File: src/rtl/pwp_pkg.sv
`timescale 1ns/1ps
package pwp_pkg;
  localparam int NGRP = 3;
  localparam int IDXW = 5;
  localparam int REGW = 32;

  localparam logic [7:0] OFF_CMD = 8'h00;
  localparam logic [7:0] OFF_EVC = 8'h04;
  localparam logic [7:0] OFF_IEC = 8'h08;
  localparam logic [7:0] OFF_IES = 8'h09;
  localparam logic [7:0] OFF_BRG = 8'h10;
  localparam logic [7:0] OFF_FLG = 8'h14;
  localparam logic [7:0] OFF_STS = 8'h34;

  typedef enum logic [1:0] {
    KEY_NOP = 2'd0,
    KEY_CLR = 2'd1,
    KEY_SET = 2'd2,
    KEY_LCK = 2'd3
  } key_e;
endpackage

File: src/rtl/pwp_cmd_dec.sv
`timescale 1ns/1ps
module pwp_cmd_dec
  import pwp_pkg::*;
#(
  parameter int IDW  = 16,
  parameter int KEYW = 8
) (
  input  logic                 cmd_wr,
  input  logic [IDW+KEYW-1:0]  cmd_word,
  output logic [NGRP-1:0]      grp_hit,
  output logic [IDXW-1:0]      idx,
  output key_e                 key
);
  localparam int GRPW = IDW - IDXW;

  logic [IDW-1:0]  id;
  logic [KEYW-1:0] kraw;

  assign id   = cmd_word[IDW-1:0];
  assign kraw = cmd_word[IDW +: KEYW];
  assign idx  = id[IDXW-1:0];

  always_comb begin
    case (kraw)
      KEYW'(1): key = KEY_CLR;
      KEYW'(2): key = KEY_SET;
      KEYW'(3): key = KEY_LCK;
      default:  key = KEY_NOP;
    endcase
  end

  for (genvar g = 0; g < NGRP; g++) begin : g_hit
    assign grp_hit[g] = cmd_wr && (id[IDW-1:IDXW] == GRPW'(g));
  end
endmodule

File: src/rtl/pwp_group.sv
`timescale 1ns/1ps
module pwp_group
  import pwp_pkg::*;
#(
  parameter int           W        = 12,
  parameter logic [W-1:0] RST_PROT = '0
) (
  input  logic            clk,
  input  logic            rst_n,
  input  logic            cmd_hit,
  input  logic [IDXW-1:0] cmd_idx,
  input  key_e            cmd_key,
  input  logic [W-1:0]    acc,
  input  logic            clr_wr,
  input  logic [W-1:0]    clr_mask,
  output logic [W-1:0]    prot,
  output logic [W-1:0]    err,
  output logic [W-1:0]    ok,
  output logic            new_err
);
  logic [W-1:0] prot_q, lock_q, err_q;
  logic [W-1:0] sel, upd, lock_viol, err_set, prot_d, lock_d, err_d;

  always_comb begin
    for (int i = 0; i < W; i++)
      sel[i] = cmd_hit && (cmd_key != KEY_NOP) && (cmd_idx == IDXW'(i));
  end

  assign lock_viol = sel & lock_q;
  assign upd       = sel & ~lock_q;

  always_comb begin
    prot_d = prot_q;
    lock_d = lock_q;
    case (cmd_key)
      KEY_CLR: prot_d = prot_q & ~upd;
      KEY_SET: prot_d = prot_q | upd;
      KEY_LCK: begin
        prot_d = prot_q | upd;
        lock_d = lock_q | upd;
      end
      default: ;
    endcase
  end

  assign err_set = (acc & prot_q) | lock_viol;
  assign err_d   = (clr_wr ? (err_q & ~clr_mask) : err_q) | err_set;

  always_ff @(posedge clk or negedge rst_n) begin
    if (!rst_n) begin
      prot_q <= RST_PROT;
      lock_q <= '0;
      err_q  <= '0;
    end else begin
      prot_q <= prot_d;
      lock_q <= lock_d;
      err_q  <= err_d;
    end
  end

  assign prot    = prot_q;
  assign err     = err_q;
  assign ok      = acc & ~prot_q;
  assign new_err = |err_set;


  lock_hold_chk: assert property (@(posedge clk) disable iff (!rst_n)
    1'b1 |=> ((($past(lock_q) & ~lock_q) == '0) && ((lock_q & ~prot_q) == '0)));


  err_capture_chk: assert property (@(posedge clk) disable iff (!rst_n)
    ((acc & prot_q) != '0) |=> (($past(acc & prot_q) & err_q) == $past(acc & prot_q)));
endmodule

File: src/rtl/pwp_ctrl.sv
`timescale 1ns/1ps
module pwp_ctrl
  import pwp_pkg::*;
#(
  parameter int          GA_N  = 12,
  parameter int          GB_N  = 6,
  parameter int          GC_N  = 19,
  parameter int          BRG_N = 7,
  parameter logic [31:0] RST_A = 32'h0,
  parameter logic [31:0] RST_B = 32'h2,
  parameter logic [31:0] RST_C = 32'h0
) (
  input  logic              clk,
  input  logic              rst_n,
  input  logic              cfg_wr,
  input  logic [7:0]        cfg_addr,
  input  logic [REGW-1:0]   cfg_wdata,
  output logic [REGW-1:0]   cfg_rdata,
  input  logic [GA_N-1:0]   acc_a,
  input  logic [GB_N-1:0]   acc_b,
  input  logic [GC_N-1:0]   acc_c,
  input  logic [BRG_N-1:0]  brg_err,
  output logic [GA_N-1:0]   ok_a,
  output logic [GB_N-1:0]   ok_b,
  output logic [GC_N-1:0]   ok_c,
  output logic              irq_o,
  output logic              evt_o
);
  localparam int          IDW  = 16;
  localparam int          KEYW = 8;
  localparam int          GW [NGRP] = '{GA_N, GB_N, GC_N};
  localparam logic [31:0] GR [NGRP] = '{RST_A, RST_B, RST_C};

  logic [NGRP-1:0]            grp_hit, new_err_g;
  logic [IDXW-1:0]            cmd_idx;
  key_e                       cmd_key;
  logic [NGRP-1:0][REGW-1:0]  prot_p, err_p;
  logic                       ien_q, een_q, evt_q, any_err, new_any;
  logic [BRG_N-1:0]           brg_q;

  pwp_cmd_dec #(.IDW(IDW), .KEYW(KEYW)) u_dec (
    .cmd_wr   (cfg_wr && (cfg_addr == OFF_CMD)),
    .cmd_word (cfg_wdata[IDW+KEYW-1:0]),
    .grp_hit  (grp_hit),
    .idx      (cmd_idx),
    .key      (cmd_key)
  );

  for (genvar g = 0; g < NGRP; g++) begin : g_grp
    localparam int          W  = GW[g];
    localparam logic [31:0] R  = GR[g];
    localparam logic [7:0]  FO = OFF_FLG + 8'(4 * g);
    logic [W-1:0] acc_w, ok_w, prot_w, err_w;

    if (g == 0) begin : g_a
      assign acc_w = acc_a;
      assign ok_a  = ok_w;
    end else if (g == 1) begin : g_b
      assign acc_w = acc_b;
      assign ok_b  = ok_w;
    end else begin : g_c
      assign acc_w = acc_c;
      assign ok_c  = ok_w;
    end

    pwp_group #(.W(W), .RST_PROT(R[W-1:0])) u_grp (
      .clk      (clk),
      .rst_n    (rst_n),
      .cmd_hit  (grp_hit[g]),
      .cmd_idx  (cmd_idx),
      .cmd_key  (cmd_key),
      .acc      (acc_w),
      .clr_wr   (cfg_wr && (cfg_addr == FO)),
      .clr_mask (cfg_wdata[W-1:0]),
      .prot     (prot_w),
      .err      (err_w),
      .ok       (ok_w),
      .new_err  (new_err_g[g])
    );

    assign prot_p[g] = REGW'(prot_w);
    assign err_p[g]  = REGW'(err_w);
  end

  assign new_any = (|new_err_g) || (|brg_err);

  always_comb begin
    any_err = |brg_q;
    for (int g = 0; g < NGRP; g++) any_err = any_err | (|err_p[g]);
  end

  always_ff @(posedge clk or negedge rst_n) begin
    if (!rst_n) begin
      ien_q <= 1'b0;
      een_q <= 1'b0;
      evt_q <= 1'b0;
      brg_q <= '0;
    end else begin
      evt_q <= een_q && new_any;
      brg_q <= ((cfg_wr && cfg_addr == OFF_BRG) ? (brg_q & ~cfg_wdata[BRG_N-1:0]) : brg_q)
               | brg_err;
      if (cfg_wr && cfg_addr == OFF_EVC) een_q <= cfg_wdata[0];
      if (cfg_wr && cfg_addr == OFF_IES && cfg_wdata[0]) ien_q <= 1'b1;
      if (cfg_wr && cfg_addr == OFF_IEC && cfg_wdata[0]) ien_q <= 1'b0;
    end
  end

  always_comb begin
    cfg_rdata = '0;
    if (cfg_addr == OFF_EVC) cfg_rdata[0] = een_q;
    if (cfg_addr == OFF_IEC || cfg_addr == OFF_IES) cfg_rdata[0] = ien_q;
    if (cfg_addr == OFF_BRG) cfg_rdata = REGW'(brg_q);
    for (int g = 0; g < NGRP; g++) begin
      if (cfg_addr == OFF_FLG + 8'(4 * g)) cfg_rdata = err_p[g];
      if (cfg_addr == OFF_STS + 8'(4 * g)) cfg_rdata = prot_p[g];
    end
  end

  assign irq_o = ien_q && any_err;
  assign evt_o = evt_q;


  evt_gate_chk: assert property (@(posedge clk) disable iff (!rst_n)
    evt_o |-> $past(een_q));


  evt_cause_chk: assert property (@(posedge clk) disable iff (!rst_n)
    evt_o |-> $past(new_any));


  irq_off_chk: assert property (@(posedge clk) disable iff (!rst_n)
    (cfg_wr && cfg_addr == OFF_IEC && cfg_wdata[0]) |=> !irq_o);


  brg_clear_chk: assert property (@(posedge clk) disable iff (!rst_n)
    (cfg_wr && cfg_addr == OFF_BRG && brg_err == '0)
      |=> ((brg_q & $past(cfg_wdata[BRG_N-1:0])) == '0));
endmodule

File: config.mk
export PLATFORM = sky130hd
export DESIGN_NAME = pwp_ctrl
export DESIGN_NICKNAME = d
export VERILOG_FILES = /design/src/rtl/pwp_pkg.sv /design/src/rtl/pwp_cmd_dec.sv /design/src/rtl/pwp_group.sv /design/src/rtl/pwp_ctrl.sv
export SDC_FILE = /design/constraint.sdc
export NUM_CORES = 1
export LEC_CHECK = 0
export BUFFER_PORTS_ARGS = -buffer_cell sky130_fd_sc_hd__buf_2
export CORE_ASPECT_RATIO = 1.25
export CORE_UTILIZATION = 32
export DETAILED_ROUTE_END_ITERATION = 16
export PLACE_DENSITY = 0.58
export SLEW_MARGIN = 20
export SYNTH_ARGS = -nofsm -noshare
export SYNTH_HDL_FRONTEND = slang
export SYNTH_SLANG_ARGS = --single-unit
File: constraint.sdc
create_clock -name clk -period 2.55 [get_ports clk]
set_input_delay 0.1275 -clock clk [delete_from_list [all_inputs] [get_ports clk]]
set_output_delay 0.1275 -clock clk [all_outputs]
set_load 0.01 [all_outputs]
==> results of run 1 <==
through the flow:
step                      hold slack, ns  instance area [µm²]  utilization [%]  setup WS (ns)  TNS (ns)
after floorplan                   -0.168                 6690                -        0.00515         0
after global placement             0.211                 8170             40.4         -0.326     -6.65
after detailed placement           0.208                 8170             40.4         -0.308     -6.89
after CTS                        0.00298                 8940             44.2          0.126         0
after global routing              0.0111                 8940             44.2         0.0604         0
final                             0.0152                 8940             44.2          0.139         0
cells in the final DEF (no fill, tap or decap), types with 7 or more instances in the layout:
master         count
nor4_1            19
a222oi_1           9
o21bai_1           9
nand2_1          125
o21ai_0            9
clkbuf_16         17
and2_1            10
nor2_1            44
nor2b_1           42
buf_2            135
nand2b_1           8
nor3_1            44
mux2_2            37
nand4_1           14
buf_4             84
a32oi_1           18
inv_1              8
or4_1              7
conb_1            13
a31oi_1           13
a22o_1             8
a22oi_1            8
dfrtp_1          120
a21o_1            36
dlygate4sd3_1     18
nand3_1           18
cell type report:
class	instances	share of cell area [%]
clock buffers	19	4.84
multi-input cells	554	38.2
inverters	8	0.336
clock inverters	13	1.72
repair buffers	240	17.3
well taps	270	3.78
flip-flops and latches	121	33.9
worst paths after layout:
check / slack (ns) / end / start
setup / recovery: 0.14 / evt_o / cfg_addr[2]
hold / removal: 0.02 / g_grp[2].u_grp.err[14] / cfg_wdata[14]
setup reg to reg: 0.62 / evt_o / flip-flop
hold reg to reg: 0.48 / g_grp[0].u_grp.lock_q[3] / g_grp[0].u_grp.lock_q[3]
max in group asynchronous: 1.37 / g_grp[0].u_grp.err[3] / rst_n
min in group asynchronous: 0.28 / async pin / rst_n
critical path, stage by stage:
cell	delay (ns)
buf_2	0.10
or4_1	0.63
or4_1	0.46
or4_1	0.52
nor2_1	0.23
a32oi_1	0.23
and4_1	0.25
a41oi_1	0.20
kinds of logic (layout without fill, tap and decap cells):
group,count (synthesis),after routing
and+or+nand+nor,363,363
other,1,13
buffers and inverters,50,280
DFF,121,121
muxes,38,38
AOI/OAI and AO/OA,140,140
power by group through the flow:
stage	Sequential, mW	Combinational, mW	Clock, mW
after floorplan	1.96	0.129	0
after global placement	1.96	0.353	0
after detailed placement	1.96	0.351	0
after CTS	1.93	0.374	2.46
after global routing	1.93	0.409	2.54
final	1.93	0.375	2.43
routing by layer:
layer | wire [µm] | vias up | global-route usage, %
li1 | - | 3043 | -
met1 | 10600 | 3261 | 32.5
met2 | 12500 | 353 | 41.2
met3 | 2010 | 60 | 5.47
met4 | 1000 | 0 | 12.3
met5 | 0 | - | 0
repair_timing:
action | 4_1_cts | 5_1_grt
gates resized for setup | 0 | 2
endpoints found under the hold margin | 62 | 0
setup endpoints to repair | 0 | 1
hold buffers | 18 | 0
==> flow_summary.yaml, run 1 <==
pwr:
  sequentialPowerShare_pct: 40.7
  p_per_area_nw_per_um2: 529
  total_power_mw: 4.74
  internal_power_mw: 3.60
  p_sw_share_pct: 24.1
  p_leak_nw: 4.45
  switchingPower_mw: 1.14
  peakVddDrop_uv: 451
  combPwrFrac_pct: 7.9
  power_frac_clock_pct: 51.4
floorplanning:
  io_pins: 158
  fp.dieH_um: 163
  dieArea_um2: 21300
  rows: 58
  start_util_pct: 32.8
  core_area_um2: 20200
  dieWidth_um: 131
setup_path:
  crit_type: "in -> reg"
  cp-start-kind: "input pin"
  cp.arrival_ns: 2.75
  cp-end-kind: "flip-flop"
  required_ns: 2.89
  crit_fanout: 3
  worstRegToRegCells: 7
worst_hold_path:
  hold_path_class: "in -> reg"
  hold_depth: 4
placed_design:
  gp_congestion: 0.923
  placed_cells: 1175
  dp_hpwl_um: 20200
  numPortBuffers: 136
clock_tree:
  clk_transition_reported_paths_ns: 0.05
  cts_tree: "yes"
  h-tree-depth: 4
  clockRootBuffer: "clkbuf_16"
  cts.sinks: 121
  clk_latency_ns: 0.43
  cts_made_buffers: 17
  clock_path_buffers: 2
  cts_setup_buffers: 0
synthesis:
  synth-adder-area-share_pct: 0
  synth_mux_area_share_pct: 6.43
  synth_top_family_by_area: "simple AND/OR/NAND/NOR gates"
  ys_seq_elements: 121
  avgSynthCellArea_um2: 9.31
  synth.top_cells.by_area: "dfrtp_1, nand2_1, mux2_2"
  yosys_warnings: 0
  synth-edff-count: 0
  synth.distinct_cells: 55
  synthSimpleGateAreaFrac_pct: 27.8
  synth_commonest_cells: "nand2_1, dfrtp_1, nor3_1"
  netlist_instances: 713
  netlist_area_um2: 6640
  yosysTopAreaCellShare_pct: 45.2
  async_reset_ff_share_pct: 100
  synth_compound_area_share_pct: 16.3
  ys.flop_type: "dfrtp_1"
  yosys.area.top_type: "dfrtp_1"
  synth.most_common_cell: "nand2_1"
  synth-xor-area-share_pct: 0
  seq_area_frac_synth_pct: 45.6
timing:
  hold_viol_final: 0
  min_period_ns: 2.41
  setup_viol_count_final: 0
  fmax_mhz: 415
  slew_headroom_pct: 51.2
  fin_crit_sh_pct: 94.5
  rsz0062_at_grt: "false"
  worstMarginPinSlew_ns: 0.725
  slew_viol_final: 0
  skew_ns: 0.0138
routing:
  ant_nets: 0
  routedWlPerCell_um: 21.3
  vias: 6717
  drcViolationCount: 0
  drt_iter0_markers: 728
  finalWirelength_um: 26100
  dr.pass1.iters: 6
  vias_per_cell: 5.48
global_routing:
  grt_overflow: 0
  grt_pass1_wl_um: 39200
  grt_util_all_layers_pct: 25.6
  antenna_found_initial: 0
  grt_pass1_vias: 6473
  grt_max_degree: 49
layout:
  regArea_um2: 3030
  final_nets: 1029
  diodes: 0
  fill_cells: 1993
  multi_input_area_um2: 3410
  layout-drive-gt1-share_pct: 32.9
  final_cell_count_no_fill: 1225
  area_delta_synth_final_pct: 34.7
job:
  drv_cap: 0
run_status:
  status: "finished clean"
(Power assumes the default switching activity.)
==> run 2: changes to the inputs <==
--- a/config.mk
+++ b/config.mk
@@ -13,4 +13,5 @@
 export SLEW_MARGIN = 20
 export SYNTH_ARGS = -nofsm -noshare
 export SYNTH_HDL_FRONTEND = slang
+export SYNTH_HIERARCHICAL = 1
 export SYNTH_SLANG_ARGS = --single-unit
==> flow_summary.yaml, run 2 <==
setup_path:
  critical-path-top-delay-family: "simple AND/OR/NAND/NOR gates"
  cp.arrival_ns: 2.87
  required_ns: 2.86
  slowest_delay_ns: 0.60
  crit_cells: 9
  crit_type: "in -> reg"
  worstRegToRegCells: 5
  r2r_end: "evt_o"
  crit_buf_inv: 1
  cp-end-kind: "flip-flop"
  worst_path_max_delay_cell: "or4b_4"
  cp-start-kind: "input pin"
  regToRegSetupSlack_ns: 0.50
  crit_top_cell: "or4b_4"
  path_cells: "buf_6 -> or4_4 -> nor2_4 -> or4b_4 -> nor3_4 -> nand2b_4 -> or4b_4 -> nor3_1 -> mux2_2"
  crit_fanout: 5
worst_hold_path:
  hold_path_class: "in -> reg"
  hold_path.startpoint: "cfg_wdata[14]"
  hold_depth: 3
  min_to: "g_grp[2].u_grp/err[14]"
timing:
  worstMarginPinSlew_ns: 0.688
  skew_ns: 0.0100
  setup_viol_count_final: 2
  setup_ws_ns: -0.00529
  fmax_mhz: 391
  slew_viol_final: 0
  whs_ns: 0.0226
  min_period_ns: 2.56
  fin_crit_sh_pct: 100
  hold_viol_final: 0
  slew_headroom_pct: 53.7
  rsz0062_at_grt: "true"
pwr:
  p_sw_share_pct: 25.0
  power_frac_clock_pct: 51.6
  peakVddDrop_uv: 499
  p_per_area_nw_per_um2: 498
  sequentialPowerShare_pct: 38.9
  p_leak_nw: 4.92
  combPwrFrac_pct: 9.5
  switchingPower_mw: 1.24
  internal_power_mw: 3.71
synthesis:
  ys_seq_elements: 121
  ys.flop_type: "dfrtp_1"
  synth-edff-count: 0
  netlist_area_um2: 6980
  synth.top_cells.by_area: "dfrtp_1, mux2_2, nand2_1"
  avgSynthCellArea_um2: 10.2
  synth.distinct_cells: 79
  async_reset_ff_share_pct: 100
  synth_commonest_cells: "dfrtp_1, nand2_1, nor2b_1"
  synth.most_common_cell: "dfrtp_1"
  seq_area_frac_synth_pct: 43.4
  netlist_instances: 685
  yosys.area.top_type: "dfrtp_1"
  yosys_warnings: 6
  yosysTopAreaCellShare_pct: 43.0
clock_tree:
  clock_path_buffers: 2
  cts.sinks: 121
  clockRootBuffer: "clkbuf_16"
  clk_latency_ns: 0.43
  clk_transition_reported_paths_ns: 0.06
  cts_made_buffers: 17
  cts_tree: "yes"
  h-tree-depth: 4
routing:
  ant_nets: 0
  drcViolationCount: 0
  routedWlPerCell_um: 20.4
  drt_iter0_markers: 532
  vias: 6728
  vias_per_cell: 5.40
  dr.pass1.iters: 5
  finalWirelength_um: 25400
layout:
  final_cell_count_no_fill: 1245
  layout-drive-gt1-share_pct: 42.5
  final_nets: 1040
  layout_commonest_cell: "buf_2"
  layout_common_cells: "buf_2, dfrtp_1, buf_4, nand2_1, nor2b_1"
  area_delta_synth_final_pct: 42.6
  diodes: 0
floorplanning:
  dieWidth_um: 134
  start_util_pct: 32.5
  io_pins: 158
  fp.dieH_um: 167
  core_area_um2: 21500
  dieArea_um2: 22400
  rows: 60
placed_design:
  gp_congestion: 0.912
  numPortBuffers: 136
  placed_cells: 1194
  dp_hpwl_um: 19500
job:
  drv_cap: 0
global_routing:
  grt_util_all_layers_pct: 23.1
  grt_max_degree: 44
  grt_pass1_vias: 6626
  grt_pass1_wl_um: 38500
  grt_overflow: 0
  antenna_found_initial: 0
run_status:
  status: "complete, but fails checks"
  violations: "setup timing"
[run 2: changes by cell type after synthesis, sizes merged, moves of 8 or more]
cell	delta
a222oi	-9
a31oi	-11
a32o	+15
and2	-9
buf	+8
clkbuf	-11
mux2	+8
nand2	-22
nand4	-10
nor2	-22
o21bai	+16
[run 2: worst max path at each step]
stage                     end  slack (ns)           from
floorplan           flip-flop       -0.18  cfg_wdata[21]
CTS                 flip-flop       0.009    cfg_addr[2]
finish              flip-flop      -0.005    cfg_addr[3]
global route            evt_o       -0.08    cfg_addr[3]
detailed placement      evt_o       -0.55    cfg_addr[3]
global placement    flip-flop       -0.52    cfg_addr[3]
[run 2: cells by family after synthesis]
family,count (synthesis),synth area share [%]
buffers and inverters,46,3.82
and+or+nand+nor,315,26.7
AOI/OAI and AO/OA,147,16.4
other,1,0.0538
DFF,121,43.4
muxes,55,9.59
[run 2: repair_timing]
| item | 4_1_cts | 5_1_grt |
|---|---|---|
| endpoints found under the setup margin | 24 | 24 |
| pin swaps | 10 | 15 |
| buffers inserted | 2 | 6 |
| resized for setup | 14 | 39 |
| hold endpoints to repair | 49 | 0 |
| hold buffers | 11 | 0 |
[run 2: routing by layer]
layer / track usage (%) / wire, µm / vias up
li1: - / - / 3087
met1: 27.9 / 10500 / 3335
met2: 39.6 / 12700 / 251
met3: 3.20 / 1150 / 55
met4: 12.3 / 1040 / 0
met5: 0 / 0 / -
[run 2: worst reg2reg max path: stages, from the launching register on]
cell and delay, ns:
dfrtp_1 0.44, a32o_1 0.27, or4_1 0.53, or3_4 0.42, nor4_2 0.15, a31oi_1 0.10
[run 2: final cells by class]
class | count | area [µm²]
fillers | 2063 | 11500
multi-input cells | 530 | 4040
flip-flops and latches | 121 | 3030
repair buffers | 276 | 1880
clock buffers | 20 | 457
well taps | 279 | 349
clock inverters | 12 | 164
inverters | 7 | 26.3
[run 2: power groups by stage]
stage                     clock, mW  sequential (mW)  combinational, mW
after CTS                      2.58             1.93              0.461
after global routing           2.65             1.92              0.505
final                          2.55             1.93              0.472
after floorplan                   0             1.96              0.190
after global placement            0             1.96              0.443
after detailed placement          0             1.96              0.443
[run 2: per-stage QoR]
stage          utilization [%]  worst slack [ns]   TNS, ns  total power, mW  area [µm²]
3_5_place_dp              41.3            -0.549    -25.41             2.40        8870
2_1_floorplan                -            -0.175     -2.73             2.15        7090
3_3_place_gp              41.3            -0.524    -21.09             2.40        8870
6_report                  46.3          -0.00529  -0.00776             4.95        9950
5_1_grt                   46.3           -0.0798    -0.675             5.08        9950
4_1_cts                   45.1           0.00935         0             4.96        9680
==> run 3: changes to the inputs <==
--- a/config.mk
+++ b/config.mk
@@ -7,9 +7,9 @@
 export LEC_CHECK = 0
 export BUFFER_PORTS_ARGS = -buffer_cell sky130_fd_sc_hd__buf_2
 export CORE_ASPECT_RATIO = 1.25
+export CORE_MARGIN = 2
 export CORE_UTILIZATION = 32
 export DETAILED_ROUTE_END_ITERATION = 16
-export PLACE_DENSITY = 0.58
 export SLEW_MARGIN = 20
 export SYNTH_ARGS = -nofsm -noshare
 export SYNTH_HDL_FRONTEND = slang
==> flow_summary.yaml, run 3 (synthesized netlist as in run 2, its figures left out) <==
routing:
  highest_layer: "met4"
  routedWlPerCell_um: 20.7
  vias: 6749
  wl_met2_um: 13100
  finalWirelength_um: 25800
  drt_iter0_markers: 524
  ant_nets: 0
  vias_per_cell: 5.42
  drcViolationCount: 0
  dr.pass1.iters: 5
  wl_met3_um: 1530
  drt-met1-wl_um: 10200
setup_path:
  regToRegSetupSlack_ns: 0.45
  worstRegToRegCells: 5
  crit_fanout: 5
  cp-end-kind: "flip-flop"
  crit_cells: 14
  r2r_end: "evt_o"
  cp-endpoint: "evt_o"
  crit_top_cell: "buf_4"
  cp-start-kind: "input pin"
  critical-path-top-delay-family: "simple AND/OR/NAND/NOR gates"
  required_ns: 2.90
  crit_type: "in -> reg"
  slowest_delay_ns: 0.57
  cp.arrival_ns: 3.02
  worst_path_max_delay_cell: "or4_4"
  crit_buf_inv: 3
  path_cells: "buf_6 -> or4_4 -> nor2_4 -> or4b_4 -> nor3_2 -> buf_4 -> nand2b_4 -> nor4_4 -> buf_4 -> a32oi_2 -> and4b_1 -> nand3_2 -> nor4_2 -> a31oi_1"
  startpoint: "cfg_addr[2]"
clock_tree:
  cts.sinks: 121
  h-tree-depth: 4
  cts_tree: "yes"
  clk_latency_ns: 0.43
  clockRootBuffer: "clkbuf_16"
  clock_path_buffers: 2
  clk_transition_reported_paths_ns: 0.06
  cts_made_buffers: 17
global_routing:
  antenna_found_initial: 0
  grt_pass1_vias: 6724
  grt_util_all_layers_pct: 22.7
  grt_max_degree: 59
  grt_pass1_wl_um: 39000
  grt_overflow: 0
timing:
  hold_viol_final: 0
  whs_ns: 0.0257
  skew_ns: 0.00891
  min_period_ns: 2.66
  slew_viol_final: 0
  slew_headroom_pct: 57.0
  setup_ws_ns: -0.112
  setup_viol_count_final: 5
  fmax_mhz: 376
  worstMarginPinSlew_ns: 0.639
  fin_crit_sh_pct: 104
  rsz0062_at_grt: "true"
layout:
  diodes: 0
  layout-drive-gt1-share_pct: 43.6
  fill_cells: 2061
  final_area_um2: 9940
  layout_common_cells: "buf_2, buf_4, dfrtp_1, nand2_1, nor2b_1"
  area_delta_synth_final_pct: 42.5
  final_nets: 1041
  layout_commonest_cell: "buf_2"
placed_design:
  dpl_cell_area_um2: 8850
  numPortBuffers: 136
  gp_congestion: 0.937
  dp_hpwl_um: 19800
job:
  drv_cap: 0
run_status:
  violations: "setup timing"
  status: "complete, but fails checks"
worst_hold_path:
  hold_path_class: "in -> reg"
  hold_path.startpoint: "cfg_wdata[14]"
floorplanning:
  io_pins: 158
  core_area_um2: 21500
  fp.dieH_um: 169
  dieWidth_um: 136
  rows: 60
  dieArea_um2: 23000
  start_util_pct: 32.5
pwr:
  peakVddDrop_uv: 444
  p_per_area_nw_per_um2: 496
  p_leak_nw: 4.88
-- run 3: metrics by stage --
stage | power [mW] | setup TNS, ns | util [%] | cells | setup slack [ns]
finish | 4.93 | -0.319 | 46.3 | 1246 | -0.112
global route | 5.08 | -1.09 | 46.3 | 1246 | -0.223
CTS | 4.95 | -0.0395 | 45.0 | 1241 | -0.0395
detailed placement | 2.40 | -27.15 | 41.2 | 1196 | -0.666
global placement | 2.40 | -19.94 | 41.2 | 1196 | -0.549
floorplan | 2.15 | -2.73 | - | 697 | -0.175
-- run 3: layout make-up --
cell class	count	area (µm²)	area share [%]
well taps	279	349	3.51
clock inverters	13	170	1.71
multi-input cells	530	4070	41.0
repair buffers	277	1850	18.6
flip-flops and latches	121	3030	30.5
inverters	7	26.3	0.264
clock buffers	19	443	4.46
-- run 3: report_power, final --
part	switching [mW]	internal [mW]
clock network	0.962	1.57
registers	0.00229	1.92
logic	0.284	0.184
-- run 3: routing by layer --
metal / vias to the layer above / global-route usage (%)
li1: 3091 / -
met1: 3285 / 27.8
met2: 302 / 38.5
met3: 71 / 4.22
met4: 0 / 10.7
met5: - / 0
-- run 3: tightest hold or removal path: cells and delay by family --
family	cells	cell delay, ns
buffers and inverters	1	0.12
and+or+nand+nor	1	0.07
AOI/OAI and AO/OA	1	0.10
-- run 3: timing repair --
| item | CTS | global route |
|---|---|---|
| resized for setup | 17 | 49 |
| buffers inserted | 3 | 5 |
| hold buffers | 10 | 0 |
| pin swaps | 11 | 6 |
| endpoints found under the setup margin | 30 | 33 |
| endpoints found under the hold margin | 31 | 0 |
-- run 3: how the worst min path moves through the flow --
stage	endpoint	cells past startpoint	slack, ns
finish	g_grp[2].u_grp/err[14]	3	0.03
floorplan	brg_q[0]	0	-0.17
global route	g_grp[2].u_grp/err[13]	4	0.02
global placement	g_grp[1].u_grp/err[0]	1	0.08
detailed placement	brg_q[4]	1	0.08
CTS	g_grp[2].u_grp/err[13]	4	0.02
